### config.mk
export PLATFORM = sky130hd
export DESIGN_NAME = cim_dot_engine
export DESIGN_NICKNAME = d
export VERILOG_FILES = /design/src/rtl/cim_dot_pkg.sv /design/src/rtl/cim_popcount.sv /design/src/rtl/cim_row_walker.sv /design/src/rtl/cim_accum.sv /design/src/rtl/cim_dot_engine.sv
export SDC_FILE = /design/constraint.sdc
export NUM_CORES = 1
export LEC_CHECK = 0
export ABC_AREA = 0
export BUFFER_PORTS_ARGS = -buffer_cell sky130_fd_sc_hd__buf_4
export CAP_MARGIN = 0
export CORE_AREA = 2 2 64 66
export CTS_CLUSTER_SIZE = 28
export DETAILED_ROUTE_END_ITERATION = 16
export DIE_AREA = 0 0 66 68
export GPL_ROUTABILITY_DRIVEN = 0
export PLACE_DENSITY = 0.7
export SYNTH_ARGS = -nofsm -noshare
export SYNTH_HDL_FRONTEND = slang
export SYNTH_SLANG_ARGS = --single-unit
### constraint.sdc
create_clock -name clk_i -period 1.9 [get_ports clk_i]
set_clock_uncertainty 0.1 [all_clocks]
set_input_delay 0.095 -clock clk_i [delete_from_list [all_inputs] [get_ports clk_i]]
set_output_delay 0.095 -clock clk_i [all_outputs]
set_load 0.05 [all_outputs]
### src/rtl/cim_dot_pkg.sv
package cim_dot_pkg;
  typedef enum logic {
    WLK_IDLE = 1'b0,
    WLK_RUN  = 1'b1
  } walk_state_e;
endpackage

### src/rtl/cim_popcount.sv
module cim_popcount #(
  parameter int W    = 8,
  parameter int PC_W = $clog2(W + 1)
) (
  input  logic [W-1:0]    bits_i,
  output logic [PC_W-1:0] cnt_o
);
  always_comb begin
    cnt_o = '0;
    for (int i = 0; i < W; i++) cnt_o = cnt_o + PC_W'(bits_i[i]);
  end
endmodule

### src/rtl/cim_row_walker.sv
module cim_row_walker
  import cim_dot_pkg::*;
#(
  parameter int ROWS = 8,
  parameter int CW   = $clog2(ROWS)
) (
  input  logic          clk_i,
  input  logic          rst_ni,
  input  logic          start_i,
  input  logic          bist_busy_i,
  input  logic          done_clr_i,
  output logic          go_o,
  output logic          running_o,
  output logic [CW-1:0] row_o,
  output logic          done_o
);
  localparam logic [CW-1:0] LAST_ROW = CW'(ROWS - 1);

  walk_state_e state_q;
  logic [CW-1:0] row_q;
  logic pend_q, done_q, last;

  assign running_o = (state_q == WLK_RUN);
  assign last      = running_o && (row_q == LAST_ROW);
  // request from port or held-off queue; self-test has priority
  assign go_o      = (start_i || pend_q) && !running_o && !bist_busy_i;

  always_ff @(posedge clk_i or negedge rst_ni) begin
    if (!rst_ni) begin
      state_q <= WLK_IDLE;
      row_q   <= '0;
      pend_q  <= 1'b0;
    end else begin
      if (go_o) pend_q <= 1'b0;
      else if (start_i && !running_o && bist_busy_i) pend_q <= 1'b1;

      if (go_o) begin
        state_q <= WLK_RUN;
        row_q   <= '0;
      end else if (last) begin
        state_q <= WLK_IDLE;
        row_q   <= '0;
      end else if (running_o) begin
        row_q <= row_q + 1'b1;
      end
    end
  end

  // completion wins over a coincident clear
  always_ff @(posedge clk_i or negedge rst_ni) begin
    if (!rst_ni)         done_q <= 1'b0;
    else if (last)       done_q <= 1'b1;
    else if (done_clr_i) done_q <= 1'b0;
  end

  assign row_o  = row_q;
  assign done_o = done_q;
endmodule

### src/rtl/cim_accum.sv
module cim_accum #(
  parameter int ROWS  = 8,
  parameter int PC_W  = 4,
  parameter int ACC_W = 16,
  parameter int CW    = $clog2(ROWS)
) (
  input  logic             clk_i,
  input  logic             rst_ni,
  input  logic             go_i,
  input  logic             running_i,
  input  logic [CW-1:0]    row_i,
  input  logic [ROWS-1:0]  act_vec_i,
  input  logic [PC_W-1:0]  pc_i,
  output logic [ACC_W-1:0] acc_o
);
  logic [ROWS-1:0]  act_q;
  logic [ACC_W-1:0] acc_q;

  always_ff @(posedge clk_i or negedge rst_ni) begin
    if (!rst_ni) begin
      act_q <= '0;
      acc_q <= '0;
    end else if (go_i) begin
      act_q <= act_vec_i;
      acc_q <= '0;
    end else if (running_i && act_q[row_i]) begin
      acc_q <= acc_q + {{(ACC_W-PC_W){1'b0}}, pc_i};
    end
  end

  assign acc_o = acc_q;
endmodule

### src/rtl/cim_dot_engine.sv
module cim_dot_engine #(
  parameter int ROWS  = 8,
  parameter int COLS  = 8,
  parameter int ACC_W = 16,
  localparam int CW   = $clog2(ROWS),
  localparam int PC_W = $clog2(COLS + 1)
) (
  input  logic             clk_i,
  input  logic             rst_ni,
  input  logic             start_i,
  input  logic             done_clr_i,
  input  logic             bist_busy_i,
  input  logic [ROWS-1:0]  act_vec_i,
  output logic [CW-1:0]    row_idx_o,
  input  logic [COLS-1:0]  row_data_i,
  output logic             running_o,
  output logic             done_o,
  output logic             acc_zero_o,
  output logic [ACC_W-1:0] acc_o
);
  logic go;
  logic [PC_W-1:0] pc;

  cim_row_walker #(.ROWS(ROWS)) walk_i (
    .clk_i      (clk_i),
    .rst_ni     (rst_ni),
    .start_i    (start_i),
    .bist_busy_i(bist_busy_i),
    .done_clr_i (done_clr_i),
    .go_o       (go),
    .running_o  (running_o),
    .row_o      (row_idx_o),
    .done_o     (done_o)
  );

  cim_popcount #(.W(COLS), .PC_W(PC_W)) pc_i (
    .bits_i(row_data_i),
    .cnt_o (pc)
  );

  cim_accum #(.ROWS(ROWS), .PC_W(PC_W), .ACC_W(ACC_W)) acc_i (
    .clk_i    (clk_i),
    .rst_ni   (rst_ni),
    .go_i     (go),
    .running_i(running_o),
    .row_i    (row_idx_o),
    .act_vec_i(act_vec_i),
    .pc_i     (pc),
    .acc_o    (acc_o)
  );

  assign acc_zero_o = done_o && !running_o && (acc_o == '0);
endmodule

* Yosys cells after proc, flatten, opt, wreduce, memory -nomap -nowiden *
Index checks and enable logic that the tools add are counted.

word-level totals
  ROM bits = 0
  latch bits = 0
  RAM bits = 0
  input bits = 21
  logic and storage cells = 47
  output and inout port bits = 22
  memories kept = 0
  register bits = 30

cells by class
  shift operators = 0
  order comparisons = 1
  bitwise operators = 0
  reduce and logical (&&, ||, !) cells = 17
  $mul = 0
  $add $sub $neg = 9
  divide/modulo/power cells = 0
  multiplexer cells = 13
  equality and inequality tests = 1

operators by type and width
  kind                                                        count
  2-to-1 mux 16 bit                                           2
  adder 4 x 1 -> 4 bit                                        6
  adder 16 x 4 -> 16 bit                                      1
  zero test 16 bit                                            1
  2-to-1 mux 3 bit                                            3
  logical AND 1 bit                                           8
  nonzero test 2 bit                                          4
  2-to-1 mux 1 bit                                            7
  less-than comparator 3 x 4 -> 1 bit, second input constant  1
  adder 3 x 1 -> 3 bit, second input constant                 1
  binary-select mux 1 bit (select 3 bit)                      1
  == test 3 bit, second input constant                        1
  nonzero test 3 bit                                          1
  adder 1 x 1 -> 2 bit                                        1
  zero test 1 bit                                             2
  logical OR 1 bit                                            1

* Logic depth before layout (Yosys ltp) *
  depth in word-level cells = 10
  depth in mapped cells = 15
  gate-level depth less buffers = 14

* Cells and area by module *
Synthesis repeated with hierarchy kept, for this count alone.

second synthesis, totals
  cell total of the unflattened synthesis = 183
  area total of the unflattened synthesis = 1828.0 µm²

modules (own cells, without submodules)
  module          area each (µm²)  seq. area each (µm²)  cells each  instances
  cim_accum       1292.5           600.6                 126         1
  cim_row_walker  302.8            150.1                 26          1
  cim_popcount    190.2            0.0                   24          1
  cim_dot_engine  42.5             0.0                   7           1

* Worst setup path before layout *
No wires, ideal clock.

  path type = in2reg
  start point = input row_data_i[0]
  end point = register acc_i.acc_q[13], in the netlist acc_i.acc_o[13]
  buffers on the path = 1
  stages = 14
  data arrival time = 3.497 ns
  library setup time = 0.119 ns
  data required time = 1.681 ns
  slack = -1.816 ns
  cells stage by stage = ha_1 inv_1 fa_1 fa_1 fa_1 fa_1 inv_1 ha_1 a21o_1 a21oi_1 o21ba_1 buf_1 nor4_1 o21a_1

on the way
  longest elaborated chain between the ends = 10

RTL lines
  what                               RTL line              RTL
  from (decl)                        cim_dot_engine.sv:15  input logic [COLS-1:0] row_data_i,
  adder 1 x 1 -> 2 bit               cim_popcount.sv:10    for (int i = 0; i < W; i++) cnt_o = cnt_o + PC_W'(bits_i[i]);
  adder 4 x 1 -> 4 bit (6 in a row)  cim_popcount.sv:10
  adder 16 x 4 -> 16 bit             cim_accum.sv:27       acc_q <= acc_q + {{(ACC_W-PC_W){1'b0}}, pc_i};
  2-to-1 mux 16 bit                  cim_accum.sv:26       end else if (running_i && act_q[row_i]) begin
  2-to-1 mux 16 bit                  cim_accum.sv:23       end else if (go_i) begin
  to (signal assigned)               cim_accum.sv:27
  to (decl)                          cim_accum.sv:17       logic [ACC_W-1:0] acc_q;

No other way between the ends. The select of a mux whose other input is x is not followed.
A chain may end at the register's enable or synchronous reset.

* Worst setup path in the final report *
  start point = input row_data_i[1]
  end point = register acc_i.acc_q[15], in the netlist acc_i.acc_o[15]

Same word-level chain as after synthesis.

==> results.yml <==
status:
  run_status: "finished, violations left"
  violations: "setup timing"
detailed_routing:
  first_pass_iters: 4
  detail_route.iter0.violations: 96
  routed_via_density: 5.403
  routed_wl_per_cell_um: 15.86
  route.final.wire_length_mm: 4.886
  final_antenna_net_count: 0
  drcViolationCount: 0
  dr_total_vias: 1664
setup_path:
  setup.worst_path.class: "input pin to register"
  worstReg2RegEnd: "acc_i.acc_o[7]"
  required_ps: 2010
  critPathLaunchType: "input pin"
  crit_path_end_kind: "register"
  worst-r2r-setup-slack_ps: -450
  rr_startpoint: "walk_i.row_o[0]"
  ff2ff_path_depth: 6
  critical_path.max_fanout: 7
  worstPathArrival_ps: 3570
timing:
  final_critical_path_setup_slack_ps: -1568
  timing.final.crit_period_ps: 3468
  worst_pin_slew_ps: 646.3
  final_hold_viol_count: 0
  slew_headroom_pct: 56.91
  max_clock_freq_ghz: 0.2884
  unrepaired_setup_endpoints_after_global_routing: "true"
  finalCritPeriodShare_pct: 182.5
  drv_slew: 0
  finalSetupViolCount: 17
clock_network:
  cts.path.max_buffers: 2
  cts.reportedPaths.clkPinSlew_ps: 60
  clock_tree.htree_level_count: 2
  cts.sinks: 30
  cts_buffers: 5
  worst_skew_pair.late_latency_ps: 280
  cts_tree: "built"
  root_buffer_cell: "clkbuf_8"
grt:
  globalRouteOverflowTotal: 0
  antenna_violations_before_repair: 0
  first_global_vias: 1607
  largest_net_degree_at_the_start_of_global_routing: 31
  gr-usage-all-layers_pct: 22.75
  grt_first_pass_wirelength_mm: 7.693
layout:
  finalNetCount: 292
  drive_above_1_share_pct: 48.06
  layout_commonest_cell: "buf_4"
  layout_common_cells: "buf_4 (61), dfrtp_1 (23), inv_1 (16)"
  num_antenna_cells: 0
  layout-area-overhead-vs-synth_pct: 60.16
hold_path:
  timing.hold.worst_endpoint: "walk_i.running_o"
  hp-class: "input pin to register"
  hp-start: "start_i"
  cells_on_worst_hold_path: 4
floorplanning:
  die_outline_area_sq_um: 4488
  start_util_pct: 46.01
  die_width_um: 66
  io_pins: 43
  core_region_area_sq_um: 3856
  die_h_um: 68
  rows: 23
logic_synthesis:
  ys_seq_elements: 30
  ys_seq_area_share_pct: 42.31
  synth_ff_type: "dfrtp_1"
  synthDistinctLibCells: 37
  syn-num-nets: 209
  synth_area_per_cell_sq_um: 10.20
  syn_inst: 174
  synth-edff-count: 0
  total_of_warnings_raised_by_yosys: 0
  synth_async_sr_flop_share_pct: 100.0
  post_synth_instance_area_sq_um: 1774
job:
  max_cap_violations: 0
placed_design:
  port_buffers: 42
  dpl.hpwl_mm: 3.145
  place_ws_ps: -2001
pwr:
  powerDensity_nw_per_um2: 1394
  design_power_total_w: 0.003960
  power_leakage_nw: 1.319
  max-vdd-ir-drop_mv: 1.065
## cell usage after synthesis, drive strengths merged, types with 4 or more instances
| cell | instances | area share [%] |
|---|---|---|
| o21a | 5 | 2.1 |
| mux2i | 8 | 4.5 |
| nand2 | 14 | 3.0 |
| nor4 | 6 | 2.1 |
| clkbuf | 4 | 0.85 |
| fa | 5 | 5.6 |
| o21ai | 11 | 3.1 |
| inv | 20 | 4.2 |
| ha | 9 | 6.3 |
| nor2 | 7 | 1.5 |
| dfrtp | 30 | 42 |
| nand3 | 7 | 2.0 |
| nand4 | 4 | 1.4 |
| mux2 | 8 | 5.1 |
## cells by family after synthesis
family	Yosys count	synth area share [%]
compound gates	35	14.39
flops	30	42.31
fa+ha+maj	14	11.99
buf+inv	27	5.853
simple gates	49	14.39
xor+xnor	3	1.481
mux	16	9.591
## how the worst max path moves through the flow
| stage | cells after the start | to | from | slack, ps |
|---|---|---|---|---|
| floorplan | 14 | acc_i.acc_o[13] | row_data_i[1] | -1670 |
| global placement | 14 | acc_i.acc_o[12] | row_data_i[1] | -1930 |
| detailed placement | 14 | acc_i.acc_o[12] | row_data_i[1] | -2000 |
| CTS | 14 | acc_i.acc_o[9] | row_data_i[1] | -1540 |
| global route | 14 | acc_i.acc_o[15] | row_data_i[1] | -1670 |
| finish | 14 | acc_i.acc_o[15] | row_data_i[1] | -1570 |
## worst max-delay path, cell delays in order
cell     delay, ps
buf_8          100
ha_4           250
inv_2           30
fa_1           490
fa_1           430
fa_2           360
fa_2           570
inv_2           50
ha_4           250
a21o_1         110
a21oi_2         70
o21ba_4        250
nor4b_4        280
mux2i_1        220
## per-layer routing
layer  vias up  track usage, %  routed length (um)
met5         -               0                   0
met4         0           8.673                  69
met3         5           4.112                 166
met2        37           38.51                2550
met1       839           29.31                2100
li1        783               -                   -
## sequential cells by signal, indices dropped and copies added (netlist names)
name and flops:
acc_i.act_q 8, acc_i.acc_o 16, walk_i.row_o 3, walk_i.pend_q 1
walk_i.done_o 1, walk_i.running_o 1
## layout make-up
type	count	area [sq um]
Clock buffer	7	86.33
Clock inverter	1	5.005
Fill cell	271	1015
Inverter	20	75.07
Multi-Input combinational cell	118	1152
Sequential cell	30	759.5
Tap cell	50	62.56
Timing Repair Buffer	82	700.7
## power by group
part           switching, W  internal [W]  total [W]
Sequential         0.000206      0.000845    0.00105
Clock              0.000238      0.000292   0.000530
Combinational       0.00132       0.00106    0.00238
## per-stage QoR
step	TNS [ps]	util, %	instance area, sq um	std cells	hold slack (ps)
final	-21400	73.69	2841	308	160.6
after CTS	-21270	70.21	2708	301	152.5
after global routing	-23360	73.69	2841	308	181.1
after global placement	-26950	60.90	2349	277	-53.89
after detailed placement	-28290	60.90	2349	277	-53.59
after floorplan	-22830	-	1851	174	-300.6
## what timing repair did
action / in CTS / in global routing
resized for setup: 22 / 15
pin swaps: 14 / 14
endpoints found under the hold margin: 40 / 0
hold buffers: 12 / 0
endpoints found under the setup margin: 17 / 17
setup buffers: 5 / 7
cloned: 1 / 0
No activity file was read; power rests on OpenSTA's default activity.
